## src/rtl/nvimg_pkg.sv

```systemverilog
package nvimg_pkg;

   localparam int WORD_W = 16;

   typedef logic [WORD_W-1:0] word_t;

   // Fixed marker values, ordered by slot position (N-4, N-3, N-2)
   localparam word_t MARK_LO  = 16'h4646;
   localparam word_t MARK_MID = 16'h4442;
   localparam word_t MARK_HI  = 16'h444D;
   localparam word_t FILL_VAL = 16'hFFFF;

   typedef enum logic [1:0] {
      PH_IDLE,
      PH_FETCH,
      PH_JUDGE,
      PH_FILL
   } phase_e;

   function automatic word_t marker_for(input int unsigned slot);
      case (slot)
         0:       return MARK_LO;
         1:       return MARK_MID;
         default: return MARK_HI;
      endcase
   endfunction

   function automatic word_t twos_neg(input word_t v);
      return (~v) + word_t'(1);
   endfunction

endpackage

```

## src/rtl/nvimg_store.sv

```systemverilog
module nvimg_store
   import nvimg_pkg::*;
#(
   parameter int N_WORDS = 64,
   parameter int AW      = 6,
   parameter bit RD_REG  = 1'b0
) (
   input  logic          clk,
   input  logic          we,
   input  logic [AW-1:0] waddr,
   input  word_t         wdata,
   input  logic [AW-1:0] raddr,
   output word_t         rdata
);

   word_t mem [N_WORDS];
   word_t rd_comb;

   always_ff @(posedge clk) begin
      if (we) mem[waddr] <= wdata;
   end

   always_comb begin
      if (int'(raddr) < N_WORDS) rd_comb = mem[raddr];
      else                       rd_comb = '0;
   end

   generate
      if (RD_REG) begin : g_rd_flop
         word_t rd_q;
         always_ff @(posedge clk) rd_q <= rd_comb;
         assign rdata = rd_q;
      end else begin : g_rd_comb
         assign rdata = rd_comb;
      end
   endgenerate

endmodule

```

## src/rtl/nvimg_audit.sv

```systemverilog
module nvimg_audit
   import nvimg_pkg::*;
#(
   parameter int N_WORDS = 64,
   parameter int AW      = 6
) (
   input  logic          clk,
   input  logic          rst_n,
   input  logic          clr,
   input  logic          add_en,
   input  word_t         add_val,
   input  logic          chk_en,
   input  logic [AW-1:0] chk_addr,
   output word_t         sum,
   output logic          mark_bad
);

   localparam int N_MARK = 3;
   localparam int MARK_BASE = N_WORDS - 4;

   logic [N_MARK-1:0] mismatch;

   generate
      for (genvar k = 0; k < N_MARK; k++) begin : g_mark
         localparam logic [AW-1:0] SLOT = AW'(MARK_BASE + k);
         assign mismatch[k] = chk_en && (chk_addr == SLOT) &&
                              (add_val != marker_for(k));
      end
   endgenerate

   always_ff @(posedge clk or negedge rst_n) begin
      if (!rst_n) begin
         sum      <= '0;
         mark_bad <= 1'b0;
      end else if (clr) begin
         sum      <= '0;
         mark_bad <= 1'b0;
      end else begin
         if (add_en) sum <= sum + add_val;
         if (|mismatch) mark_bad <= 1'b1;
      end
   end

endmodule

```

## src/rtl/nvimg_seq.sv

```systemverilog
module nvimg_seq
   import nvimg_pkg::*;
#(
   parameter int N_WORDS = 64,
   parameter int AW      = 6
) (
   input  logic          clk,
   input  logic          rst_n,
   input  logic          start,
   input  logic          fetch_ready,
   input  word_t         fetch_data,
   input  word_t         sum,
   input  logic          mark_bad,
   output logic          fetch_req,
   output logic [AW-1:0] fetch_addr,
   output logic          ram_we,
   output logic [AW-1:0] ram_waddr,
   output word_t         ram_wdata,
   output logic          acc_clr,
   output logic          chk_en,
   output logic          done,
   output logic          status_bad
);

   localparam logic [AW-1:0] LAST     = AW'(N_WORDS - 1);
   localparam logic [AW-1:0] MARK0    = AW'(N_WORDS - 4);
   localparam logic [AW-1:0] MARK1    = AW'(N_WORDS - 3);
   localparam logic [AW-1:0] MARK2    = AW'(N_WORDS - 2);

   phase_e        phase;
   logic [AW-1:0] cursor;
   logic          xfer;
   logic          judge_bad;
   word_t         fill_word;

   always_comb begin
      if (cursor < MARK0)       fill_word = FILL_VAL;
      else if (cursor == MARK0) fill_word = MARK_LO;
      else if (cursor == MARK1) fill_word = MARK_MID;
      else if (cursor == MARK2) fill_word = MARK_HI;
      else                      fill_word = twos_neg(sum);
   end

   always_comb begin
      fetch_req  = (phase == PH_FETCH);
      fetch_addr = cursor;
      xfer       = fetch_req && fetch_ready;
      ram_we     = xfer || (phase == PH_FILL);
      ram_waddr  = cursor;
      ram_wdata  = (phase == PH_FILL) ? fill_word : fetch_data;
      chk_en     = xfer;
      acc_clr    = ((phase == PH_IDLE) && start) || (phase == PH_JUDGE);
      judge_bad  = (sum != '0) || mark_bad;
   end

   always_ff @(posedge clk or negedge rst_n) begin
      if (!rst_n) begin
         phase      <= PH_IDLE;
         cursor     <= '0;
         done       <= 1'b0;
         status_bad <= 1'b0;
      end else begin
         done <= 1'b0;
         case (phase)
            PH_IDLE: begin
               if (start) begin
                  phase  <= PH_FETCH;
                  cursor <= '0;
               end
            end
            PH_FETCH: begin
               if (xfer) begin
                  if (cursor == LAST) phase <= PH_JUDGE;
                  else                cursor <= cursor + 1'b1;
               end
            end
            PH_JUDGE: begin
               status_bad <= judge_bad;
               cursor     <= '0;
               if (judge_bad) begin
                  phase <= PH_FILL;
               end else begin
                  phase <= PH_IDLE;
                  done  <= 1'b1;
               end
            end
            PH_FILL: begin
               if (cursor == LAST) begin
                  phase <= PH_IDLE;
                  done  <= 1'b1;
               end else begin
                  cursor <= cursor + 1'b1;
               end
            end
            default: phase <= PH_IDLE;
         endcase
      end
   end

endmodule

```

## src/rtl/nvimg_check_repair.sv

```systemverilog
module nvimg_check_repair
   import nvimg_pkg::*;
#(
   parameter int  N_WORDS = 64,
   parameter bit  RD_REG  = 1'b0,
   localparam int AW      = $clog2(N_WORDS)
) (
   input  logic              clk,
   input  logic              rst_n,
   input  logic              start,
   output logic              fetch_req,
   output logic [AW-1:0]     fetch_addr,
   input  logic              fetch_ready,
   input  logic [WORD_W-1:0] fetch_data,
   output logic              done,
   output logic              status_bad,
   input  logic [AW-1:0]     rd_addr,
   output logic [WORD_W-1:0] rd_data
);

   generate
      if (N_WORDS < 5) begin : g_param_err
         $error("nvimg_check_repair: N_WORDS must be at least 5");
      end
   endgenerate

   logic          ram_we;
   logic [AW-1:0] ram_waddr;
   word_t         ram_wdata;
   logic          acc_clr;
   logic          chk_en;
   word_t         sum;
   logic          mark_bad;

   nvimg_seq #(.N_WORDS(N_WORDS), .AW(AW)) u_seq (
      .clk        (clk),
      .rst_n      (rst_n),
      .start      (start),
      .fetch_ready(fetch_ready),
      .fetch_data (fetch_data),
      .sum        (sum),
      .mark_bad   (mark_bad),
      .fetch_req  (fetch_req),
      .fetch_addr (fetch_addr),
      .ram_we     (ram_we),
      .ram_waddr  (ram_waddr),
      .ram_wdata  (ram_wdata),
      .acc_clr    (acc_clr),
      .chk_en     (chk_en),
      .done       (done),
      .status_bad (status_bad)
   );

   nvimg_audit #(.N_WORDS(N_WORDS), .AW(AW)) u_audit (
      .clk     (clk),
      .rst_n   (rst_n),
      .clr     (acc_clr),
      .add_en  (ram_we),
      .add_val (ram_wdata),
      .chk_en  (chk_en),
      .chk_addr(ram_waddr),
      .sum     (sum),
      .mark_bad(mark_bad)
   );

   nvimg_store #(.N_WORDS(N_WORDS), .AW(AW), .RD_REG(RD_REG)) u_store (
      .clk  (clk),
      .we   (ram_we),
      .waddr(ram_waddr),
      .wdata(ram_wdata),
      .raddr(rd_addr),
      .rdata(rd_data)
   );

endmodule

```

## config.mk

```make
export PLATFORM = sky130hd
export DESIGN_NAME = nvimg_check_repair
export DESIGN_NICKNAME = d
export VERILOG_FILES = /design/src/rtl/nvimg_pkg.sv /design/src/rtl/nvimg_store.sv /design/src/rtl/nvimg_audit.sv /design/src/rtl/nvimg_seq.sv /design/src/rtl/nvimg_check_repair.sv
export SDC_FILE = /design/constraint.sdc
export NUM_CORES = 1
export LEC_CHECK = 0
export BUFFER_PORTS_ARGS = -buffer_cell sky130_fd_sc_hd__buf_2
export CORE_ASPECT_RATIO = 1.5
export CORE_MARGIN = 2
export CORE_UTILIZATION = 45
export DETAILED_ROUTE_END_ITERATION = 10
export GPL_TIMING_DRIVEN = 1
export PLACE_DENSITY = 0.64
export SYNTH_ARGS = -nofsm -noshare
export SYNTH_HDL_FRONTEND = slang
export SYNTH_SLANG_ARGS = --single-unit
```

## constraint.sdc

```tcl
create_clock -name clk -period 18.6 [get_ports clk]
set_input_delay 3.72 -clock clk [delete_from_list [all_inputs] [get_ports clk]]
set_output_delay 3.72 -clock clk [all_outputs]
set_load 0.03 [all_outputs]
```

==> summary.md, run 1 <==
| Metric | Value |
|---|---|
| Status | `completed` |
| CP cell instances | `buf_8 -> buf_12 -> buf_4 -> mux4_2 -> mux4_2 -> mux4_2 -> buf_2` |
| IO Pins | `51` |
| Initial antenna violation count | `4` |
| CP max stage delay | `0.83 ns` |
| Reg clk slew, reported paths | `0.06 ns` |
| # port buffers | `50` |
| Num Clock Sinks | `1051` |
| Worst Path Arrival | `7.96 ns` |
| Slew HR | `0.118` |
| CTS max path bufs | `3` |
| Synth Warn # | `0` |
| Pwr/cell area | `134 nW/µm²` |
| Most frequent CP cell | `mux4_2` |
| NumNets Final | `2057` |
| Final hold viol count | `0` |
| Total number of vias | `20000` |
| Fin Setup TNS | `0 ns` |
| Routability-driven placement congestion ratio | `0.780` |
| Distinct cells, synth | `54` |
| Remaining Overflow, GRT | `0` |
| First DRT Iteration DRCs | `2112` |
| Vias/cell | `6.15` |
| Post-synth EDFFs | `1024` |
| Clk_lat worst skew | `0.69 ns` |
| DRC violations left | `0` |
| H-tree Lvls | `3` |
| Final core utilization | `0.511` |
| Hold WC Path Type | `reg2reg` |
| Final period util | `0.628` |
| First-pass GRT wire length | `148000 µm` |
| Mapped Cells | `1872` |
| Core ar. | `91700 µm²` |
| Minimum clock period | `11.68 ns` |
| Largest net degree at the start of global routing | `170` |
| Syn_area_per_cell | `22.3 µm²` |
| Syn_nets | `1921` |
| Worst EP required | `14.88 ns` |
| Worst path buffer plus inverter count | `4` |
| Clock Skews | `0.0261 ns` |
| Post-DP Area | `43800 µm²` |
| Leakage | `14.5 nW` |
| Critical-path cell with the highest stage delay | `buf_4` |
| Vias in the first global route | `21000` |
| FFs w/ async S/R, synth | `0.0257` |
| Maxcap violations | `0` |
| RSZ-0062 raised after global routing | `false` |
| Final WL | `102000 µm` |
| CTS root buffer | `clkbuf_16` |
| WL/cell | `31.4 µm` |
| Site row count | `136` |
| Synthesis-to-layout area growth | `12.5%` |
| Fmax | `85.6 MHz` |
| Placed Cells | `3083` |
| CP startpoint kind | `input port` |
| Worst-path fanout max | `111` |
| Antenna cell count | `0` |
| Placed wire-length estimate | `58900 µm` |
| Die area | `95200 µm²` |
| CP Capture Type | `primary output` |
| Final slew viol count | `0` |
| Post-CTS Resized | `0` |
| Count of final setup violators | `0` |
| Post-synthesis sequential area ratio | `0.754` |
| All-Layer GR Usage | `0.219` |
| Worst Path Class, Setup | `in2out` |
| Synthesized area | `41700 µm²` |
| Layout Cells excl Fill | `3253` |
| Die width | `253 µm` |
| Final instance area | `46900 µm²` |
| Synthesized flop and latch total | `1051` |
| Starting Density | `0.455` |
| DRT Pass-1 Iters | `7` |
| Post-CTS Hold Fix Bufs | `0` |
| Crit-path leading delay family | `buffers and inverters` |
| Share of cells above drive strength 1 | `0.311` |
| Die height | `377 µm` |
| CTS buffer count | `96` |
| VDD IR max | `0.000122 V` |
| CTS tree | `done` |
| Worst-margin pin slew | `1.32 ns` |
| Post-synth top flop | `edfxtp_1` |
| Routed Antenna Nets | `0` |
| # Post-CTS Setup Buffers | `0` |
flip-flops by register name (all words and copies together) (netlist names):
register and count:
u_seq.phase 2, u_audit.mark_bad 1, u_seq.fetch_addr 6, u_store.mem 1024, u_seq.status_bad 1, u_audit.sum 16, u_seq.done 1
cells by family (layout without fill, tap and decap cells):
group,Yosys count,after routing,share of synthesized area
adder cells (fa/ha/maj),23,23,0.00708
buffers and inverters,114,322,0.0123
XOR/XNOR,24,24,0.00504
AND/OR/NAND/NOR,224,224,0.0250
flip-flops,1051,1051,0.754
AO/OA/AOI/OAI,94,94,0.0139
multiplexers,342,342,0.183
cell type report:
cell class	instances	area [µm²]
clock inverter	52	548
multi-input combinational	707	9950
fill	7030	44800
clock buffer	118	2510
inverter	16	60.1
tap	1173	1470
timing repair buffer	136	946
sequential	1051	31400
worst reg2reg max path, stage by stage, from the launching register on:
cell	delay, ns
dfrtp_1	0.66
and2_1	0.78
nand3_1	0.78
o221ai_4	0.37
buf_4	0.61
ha_1	0.43
nor3_1	0.35
nor3_1	0.10
a221oi_1	0.45
o311ai_0	0.24
xnor2_1	0.33
a21oi_1	0.13
o22ai_1	0.19
cells in the mapped netlist, drive strengths merged, types with 3 or more instances:
library cell,count,share of area
dfrtp,27,0.016
nor3,13,0.0017
o21a,4,0.00072
a31oi,3,0.00045
xnor2,11,0.0023
nor2,93,0.0084
ha,22,0.0066
o31ai,3,0.00054
a21oi,14,0.0017
o21ai,43,0.0052
mux2i,4,0.00096
clkbuf,57,0.0051
mux4,336,0.18
nor4,10,0.0015
o211ai,3,0.00054
nand2,46,0.0041
inv,16,0.0014
a22o,4,0.00084
xor2,13,0.0027
nand4b,3,0.00063
nand3b,4,0.00072
a21o,3,0.00054
nand4,9,0.0014
nand3,16,0.0019
edfxtp,1024,0.74
nor2b,7,0.0011
buf,41,0.0057
or3,8,0.0012
nand2b,5,0.00075
power breakdown:
part	total (W)	switching, W	leakage (nW)	internal [W]
clock	0.00195	0.000864	1.47	0.00109
combinational	0.00120	0.000850	3.65	0.000350
sequential	0.00312	0.0000940	9.36	0.00303
placed cells by master, fill, tap and decap left out, types with 22 or more instances in the layout:
| cell type | synthesis | routed |
|---|---|---|
| nand2_1 | 46 | 44 |
| clkbuf_16 | 0 | 97 |
| ha_1 | 22 | 22 |
| buf_2 | 13 | 46 |
| buf_4 | 14 | 86 |
| o21ai_0 | 43 | 37 |
| dfrtp_1 | 27 | 27 |
| nor2_1 | 93 | 77 |
| mux4_2 | 336 | 336 |
| edfxtp_1 | 1024 | 1024 |
through the flow:
| step | setup slack (ns) | hold WS (ns) | total power [W] |
|---|---|---|---|
| 6_report | 6.92 | 0.509 | 0.00628 |
| 2_1_floorplan | 8.94 | 0.486 | 0.00390 |
| 4_1_cts | 6.82 | 0.529 | 0.00631 |
| 3_5_place_dp | 6.83 | 0.515 | 0.00438 |
| 3_3_place_gp | 6.86 | 0.492 | 0.00432 |
| 5_1_grt | 6.55 | 0.578 | 0.00649 |
routing by layer:
metal | global-route usage | routed length (µm) | vias up
met5 | 0 | 13 | -
met3 | 0.0292 | 6360 | 162
met4 | 0.0812 | 3300 | 2
met2 | 0.386 | 54300 | 817
met1 | 0.278 | 38100 | 10800
li1 | - | - | 8185
worst paths after layout:
check / startpoint / endpoint / slack [ns] / cells past startpoint
max: rd_addr[0] / rd_data[2] / 6.92 / 7
min: u_seq.status_bad / u_seq.status_bad / 0.51 / 2
max reg2reg: u_seq.phase[0] / u_audit.sum[15] / 13.11 / 12
min reg2reg: u_seq.status_bad / u_seq.status_bad / 0.51 / 2
max in group asynchronous: rst_n / u_audit.sum[0] / 15.04 / 1
min in group asynchronous: rst_n / u_audit.sum[7] / 3.09 / 1
No activity file was read; power rests on OpenSTA's default activity.
==> run 2: changes to the inputs <==
ABC_AREA = 1   (was unset)
PLACE_DENSITY = 0.66   (was 0.64)
clock period = 9.65 ns   (was 18.6 ns; I/O delays follow)
==> run 2 against run 1 <==
  * Register-to-register slack lost 8.5 ns
  * Critical endpoint is now rd_data[7]
  * Flip-flop and latch count stayed put
  * Sequential share of layout area decreased by 1.1 points
  * Utilization shrank 1.1 points
  * Largest power group unchanged
  * Cell count increased by 48%
  * Synthesized cell count is 84% higher
  * Area after synthesis grew 3.3%
  * Via count rose by 43%
  * Clock-buffer cell count up 1
  * Clock power grew 86%
  * Critical path type unchanged
  * Wire length is 16% higher
==> summary.md, run 2 <==
| Metric | Value |
|---|---|
| Most flop-heavy register | `u_store.mem` |
| Synth area leaders | `edfxtp_1 71%, o21ai_0 7.3%, nor2_1 6.7%, o22ai_1 4.1%, dfrtp_1 1.6%` |
| Antenna cell count | `0 (unchanged)` |
| Die area | `98200 µm² (+3.3%)` |
| Syn_nets | `3494 (+82%)` |
| Yosys top cell area share | `0.714 (-0.0235)` |
| Hold WC Path Type | `reg2reg` |
| Final WL | `118000 µm (+16%)` |
| Minimum clock period | `7.48 ns` |
| IO Pins | `51 (unchanged)` |
| First DRT Iteration DRCs | `2982 (+41%)` |
| Most common cell after layout, fill and taps aside | `edfxtp_1` |
| Register Area | `31400 µm² (unchanged)` |
| Num Clock Sinks | `1051 (unchanged)` |
| Fin Setup TNS | `0 ns (unchanged)` |
| Final period util | `0.776` |
| All-Layer GR Usage | `0.235 (+0.0156)` |
| CP max stage delay | `0.84 ns (about the same)` |
| Synthesized area | `43100 µm² (+3.3%)` |
| Synthesized flop and latch total | `1051 (unchanged)` |
| Largest net degree at the start of global routing | `174 (+2.4%)` |
| Post-synth EDFFs | `1024 (unchanged)` |
| Post-synthesis sequential area ratio | `0.730 (-0.0240)` |
| Syn_area_per_cell | `12.5 µm² (-44%)` |
| Top cell type by total area after synthesis | `edfxtp_1` |
| Starting Density | `0.452 (-0.00270)` |
| Most common cell in the netlist | `edfxtp_1` |
| DRT Pass-1 Iters | `6 (-1)` |
| Total number of vias | `28700 (+43%)` |
| CP cell instances | `clkbuf_8 -> inv_8 -> buf_12 -> o21ai_0 -> o22ai_1 -> nor2_1 -> o311ai_1 -> o211ai_1 -> nand2_1 -> buf_2` |
| Count of final setup violators | `0 (unchanged)` |
| WL/cell | `24.6 µm (-22%)` |
| # Post-CTS Setup Buffers | `0 (unchanged)` |
| Pwr/cell area | `244 nW/µm² (+82%)` |
| # port buffers | `50 (unchanged)` |
| RSZ-0062 raised after global routing | `false` |
| Die width | `257 µm (+1.6%)` |
| Synth cell count leaders | `1024 x edfxtp_1, 769 x nor2_1, 625 x o21ai_0, 283 x o22ai_1, 155 x clkbuf_1` |
| Critical-path cell with the highest stage delay | `o311ai_1` |
| Reg clk slew, reported paths | `0.06 ns (about the same)` |
| Synth Warn # | `0 (unchanged)` |
| VDD IR max | `0.000303 V (+150%)` |
| Final instance area | `47700 µm² (+1.7%)` |
| Commonest non-fill, non-tap cells in the layout | `1024 x edfxtp_1, 769 x nor2_1, 625 x o21ai_0` |
| CTS max path bufs | `3 (unchanged)` |
| Vias in the first global route | `27700 (+32%)` |
| Worst Path Arrival | `5.55 ns (-2.41 ns)` |
| Flip-flop count of the largest register after layout | `1024 (unchanged)` |
| NumNets Final | `3511 (+71%)` |
| Worst-margin pin slew | `1.23 ns (-0.0954 ns)` |
| Remaining Overflow, GRT | `0 (unchanged)` |
| Fillers | `8274 (+18%)` |
| Maxcap violations | `0 (unchanged)` |
| FFs w/ async S/R, synth | `0.0257 (unchanged)` |
| Post-synth top flop | `edfxtp_1` |
| Distinct cells, synth | `51 (-5.6%)` |
| Worst EP required | `7.72 ns (-7.16 ns)` |
| Slew HR | `0.182 (+0.0636)` |
| Fmax | `134 MHz` |
| Post-CTS Hold Fix Bufs | `0 (unchanged)` |
| Final slew viol count | `0 (unchanged)` |
| DRC violations left | `0 (unchanged)` |
| Worst Path Class, Setup | `in2out` |
| H-tree Lvls | `3 (unchanged)` |
| Clock Skews | `0.0320 ns (+0.00595 ns)` |
| Post-DP Area | `44800 µm² (+2.2%)` |
| Vias/cell | `5.97 (-3.0%)` |
| First-pass GRT wire length | `173000 µm (+17%)` |
| Status | `completed` |
| Worst-path fanout max | `123 (+11%)` |
| Core ar. | `95300 µm² (+3.9%)` |
| Mapped Cells | `3445 (+84%)` |
| Share of cells above drive strength 1 | `0.0970 (-0.214)` |
| CTS tree | `done` |
| Multi-input gate area | `10300 µm² (+3.9%)` |
| Leakage | `15.2 nW (+5.2%)` |
| Routed Antenna Nets | `0 (unchanged)` |
| Die height | `383 µm (+1.6%)` |
| Initial antenna violation count | `1 (-3)` |
| Final core utilization | `0.501 (-0.0108)` |
| Routability-driven placement congestion ratio | `0.815 (+4.4%)` |
| Clk_lat worst skew | `0.69 ns (about the same)` |
| Placed wire-length estimate | `65500 µm (+11%)` |
| Site row count | `139 (+2.2%)` |
| Final hold viol count | `0 (unchanged)` |
| CP startpoint kind | `input port` |
| CTS root buffer | `clkbuf_16` |
| CP Capture Type | `primary output` |
| CTS buffer count | `93 (-3.1%)` |
| Post-CTS Resized | `0 (unchanged)` |
| Fin Hold WS | `0.513 ns (+0.00397 ns)` |
| Synthesis-to-layout area growth | `10.8%` |
run 2: cell count changes in the layout (fill, tap and decap cells not counted), sizes merged, moves of 11 or more:
cell	previous run	this run
nand2	46	124
o221ai	1	30
o21ai	43	678
a21oi	14	29
o211ai	3	17
inv	23	86
nand3	16	45
o22ai	2	283
buf	136	150
clkinv	28	39
mux4	336	0
nor2	93	783
run 2: cell type report:
class                      count  share of cell area
clock buffer                 119              0.0513
multi-input combinational   2080               0.217
tap                         1269              0.0333
timing repair buffer         151              0.0232
inverter                      85             0.00734
sequential                  1051               0.659
clock inverter                49             0.00970
run 2: cell families after synthesis:
group / after synthesis / share of synthesized area
buf+inv: 314 / 0.0320
flops: 1051 / 0.730
xor+xnor: 4 / 0.000814
compound gates: 1069 / 0.139
simple gates: 984 / 0.0915
fa+ha+maj: 23 / 0.00686
run 2: through the flow:
stage / instances / power [W] / worst slack, ns
after CTS: 4804 / 0.0117 / 2.10
after detailed placement: 4636 / 0.00810 / 2.09
after global routing: 4804 / 0.0120 / 2.07
after floorplan: 3445 / 0.00723 / 4.22
after global placement: 4636 / 0.00805 / 2.14
final: 4804 / 0.0116 / 2.17
run 2: per-layer routing:
metal,vias to the layer above,part of all wire,GRT usage
met5,-,0,0
met4,0,0.057,0.129
met3,298,0.069,0.0307
met2,1326,0.50,0.408
met1,14300,0.37,0.283
li1,12800,-,-
run 2: path summary, 6_finish.rpt:
path	from	to	slack, ns	depth (start not counted)
max in group asynchronous	rst_n	u_audit.sum[0]	7.92	1
setup / recovery	rd_addr[1]	rd_data[7]	2.17	10
hold reg to reg	u_seq.status_bad	u_seq.status_bad	0.51	2
min in group asynchronous	rst_n	u_audit.sum[1]	1.29	1
setup reg to reg	u_seq.fetch_addr[1]	u_audit.sum[12]	4.58	19
hold / removal	u_seq.status_bad	u_seq.status_bad	0.51	2
run 2: critical path: cells and delay by family:
family	cells	cell delay [ns]
AOI/OAI and AO/OA	4	1.51
buffers and inverters	4	1.61
and+or+nand+nor	2	0.33
run 2: power breakdown:
group	internal, W	leakage [nW]	switching [W]
clock	0.00199	1.42	0.00163
combinational	0.000493	4.46	0.00169
sequential	0.00569	9.35	0.000142
==> run 3: changes to the inputs <==
PLACE_DENSITY = 0.64   (was 0.66)
clock period = 7.63 ns   (was 9.65 ns; I/O delays follow)
==> run 3 against run 2 <==
  * First-iteration DRC count fell by 1.4%
  * Power up 29%
  * Flip-flop and latch count stayed put
  * Setup slack worse by 1.1 ns
  * Critical path depth unchanged
  * Wire length is 4.9% higher
  * Combinational power grew 30%
  * Hold slack improved by 0.0066 ns
  * Sequential power increased by 27%
  * Clock-buffer cell count down 5
  * Global-route usage increased by 1.4 points
  * Critical path type unchanged
  * Largest cell class unchanged
==> summary.md, run 3 (same netlist as run 2, synthesis figures left out) <==
| Metric | Value |
|---|---|
| Worst Path Class, Setup | `in2out` |
| CP Capture Type | `primary output` |
| VDD IR max | `0.000398 V (+31%)` |
| Post-CTS Resized | `0 (unchanged)` |
| H-tree Lvls | `3 (unchanged)` |
| RSZ-0062 raised after global routing | `false` |
| Combinational Power Share | `0.189 (about the same)` |
| Die area | `98200 µm² (unchanged)` |
| Flip-flop count of the largest register after layout | `1024 (unchanged)` |
| Die width | `257 µm (unchanged)` |
| First DRT Iteration DRCs | `2940 (-1.4%)` |
| CTS root buffer | `clkbuf_16` |
| Clock power frac | `0.318 (+0.007)` |
| Net Switching | `0.00451 W (+30%)` |
| Worst-path fanout max | `124 (+0.81%)` |
| Total number of vias | `29000 (+1.3%)` |
| Worst EP required | `6.10 ns (-1.62 ns)` |
| Slew HR | `0.315 (+0.133)` |
| DRC violations left | `0 (unchanged)` |
| Largest net degree at the start of global routing | `153 (-12%)` |
| Fillers | `8238 (-0.44%)` |
| Site row count | `139 (unchanged)` |
| Final period util | `0.863` |
| Most common cell after layout, fill and taps aside | `edfxtp_1` |
| Minimum clock period | `6.59 ns` |
| Starting Density | `0.452 (unchanged)` |
| Worst Path Arrival | `5.06 ns (-0.49 ns)` |
| Sw Share | `0.301 (+0.00334)` |
| Commonest non-fill, non-tap cells in the layout | `1024 x edfxtp_1, 769 x nor2_1, 625 x o21ai_0` |
| Fin Setup TNS | `0 ns (unchanged)` |
| Seq pwr share | `0.493 (-0.008)` |
| IO Pins | `51 (unchanged)` |
| Initial antenna violation count | `1 (unchanged)` |
| Fin Hold WS | `0.520 ns (+0.00663 ns)` |
| Core ar. | `95300 µm² (unchanged)` |
| Vias in the first global route | `28200 (+1.7%)` |
| Routed Antenna Nets | `0 (unchanged)` |
| # Post-CTS Setup Buffers | `0 (unchanged)` |
| WL/cell | `25.7 µm (+4.4%)` |
| Share of cells above drive strength 1 | `0.106 (+0.00915)` |
| Antenna cell count | `0 (unchanged)` |
| Placed wire-length estimate | `71100 µm (+8.6%)` |
| Routability-driven placement congestion ratio | `0.882 (+8.2%)` |
| Synthesis-to-layout area growth | `11.6%` |
| Die height | `383 µm (unchanged)` |
| DRT Pass-1 Iters | `5 (-1)` |
| Clk_lat worst skew | `0.69 ns (about the same)` |
| CP startpoint kind | `input port` |
| CTS tree | `done` |
| Cell Int Power | `0.0105 W (+28%)` |
| CTS max path bufs | `3 (unchanged)` |
| Num Clock Sinks | `1051 (unchanged)` |
| Hold WC Path Type | `reg2reg` |
| Pwr/cell area | `312 nW/µm² (+28%)` |
| Worst-margin pin slew | `1.02 ns (-0.210 ns)` |
| Maxcap violations | `0 (unchanged)` |
| CTS buffer count | `96 (+3.2%)` |
| Vias/cell | `6.01 (+0.76%)` |
| Count of final setup violators | `0 (unchanged)` |
| Tot Pwr | `0.0150 W (+29%)` |
| Final hold viol count | `0 (unchanged)` |
| Clock Skews | `0.0284 ns (-0.00366 ns)` |
| # port buffers | `50 (unchanged)` |
| Post-CTS Hold Fix Bufs | `0 (unchanged)` |
| First-pass GRT wire length | `182000 µm (+5.2%)` |
| NumNets Final | `3535 (+0.68%)` |
| Most flop-heavy register | `u_store.mem` |
| All-Layer GR Usage | `0.249 (+0.0143)` |
| Fmax | `152 MHz` |
| PnR worst setup slack | `1.04 ns (-1.12 ns)` |
| Pre-CTS worst setup slack | `1.05 ns (-1.05 ns)` |
| Final slew viol count | `0 (unchanged)` |
| Reg clk slew, reported paths | `0.06 ns (about the same)` |
| Remaining Overflow, GRT | `0 (unchanged)` |
| Leakage | `15.4 nW (+1.2%)` |
| Final WL | `124000 µm (+4.9%)` |
| Status | `completed` |
-- run 3: cell types whose count changed in the layout (fill, tap and decap cells not counted) --
cell	previous run	this run
clkinv_1	17	20
clkbuf_16	94	100
inv_6	4	2
clkinv_8	2	1
clkbuf_1	25	12
clkinvlp_4	2	9
buf_12	6	7
buf_4	96	116
clkinv_2	14	17
clkbuf_8	1	3
clkinv_4	6	5
-- run 3: area by class of cell --
cell class	count	area [µm²]	share of cell area
sequential	1051	31400	0.654
multi-input combinational	2080	10300	0.215
clock buffer	114	2570	0.0536
tap	1269	1590	0.0330
timing repair buffer	172	1270	0.0265
clock inverter	58	499	0.0104
inverter	85	350	0.00729
-- run 3: metrics by stage --
stage / utilization / cells / cell area [µm²]
floorplan: - / 3445 / 43100
global placement: 0.472 / 4657 / 45000
detailed placement: 0.472 / 4657 / 45000
CTS: 0.504 / 4829 / 48000
global route: 0.504 / 4829 / 48000
finish: 0.504 / 4829 / 48000
-- run 3: layer usage --
layer  GRT usage  up-vias  share of wire  wire length (µm)
met5           0        -        0.00010                13
met4       0.136        2          0.055              6800
met3      0.0350      285          0.074              9200
met2       0.427     1342           0.50             61900
met1       0.304    14600           0.37             46000
li1            -    12800              -                 -
-- run 3: final timing paths --
| check | depth (start not counted) | slack (ns) | to | start |
|---|---|---|---|---|
| worst max-delay path | 10 | 1.04 | rd_data[9] | rd_addr[0] |
| worst min-delay path | 2 | 0.52 | u_seq.status_bad | u_seq.status_bad |
| worst min register to register | 2 | 0.52 | u_seq.status_bad | u_seq.status_bad |
| worst max register to register | 15 | 2.52 | u_audit.sum[13] | u_seq.fetch_addr[1] |
| min in group asynchronous | 1 | 0.85 | u_seq.done | rst_n |
| max in group asynchronous | 1 | 6.32 | u_audit.sum[8] | rst_n |
-- run 3: critical path: stages --
cell	delay (ns)
buf_8	0.20
inv_16	0.34
buf_4	0.47
nor2_1	0.09
o22ai_1	0.22
nor2_1	0.07
o32ai_1	0.84
o21ai_0	0.20
o21ai_1	0.55
buf_2	0.31
-- run 3: power by group through the flow --
stage	logic [W]	clock network, W	registers, W
after detailed placement	0.00280	0	0.00750
after CTS	0.00281	0.00481	0.00738
after global placement	0.00276	0	0.00749
after global routing	0.00309	0.00501	0.00741
after floorplan	0.00167	0	0.00748
final	0.00283	0.00476	0.00739
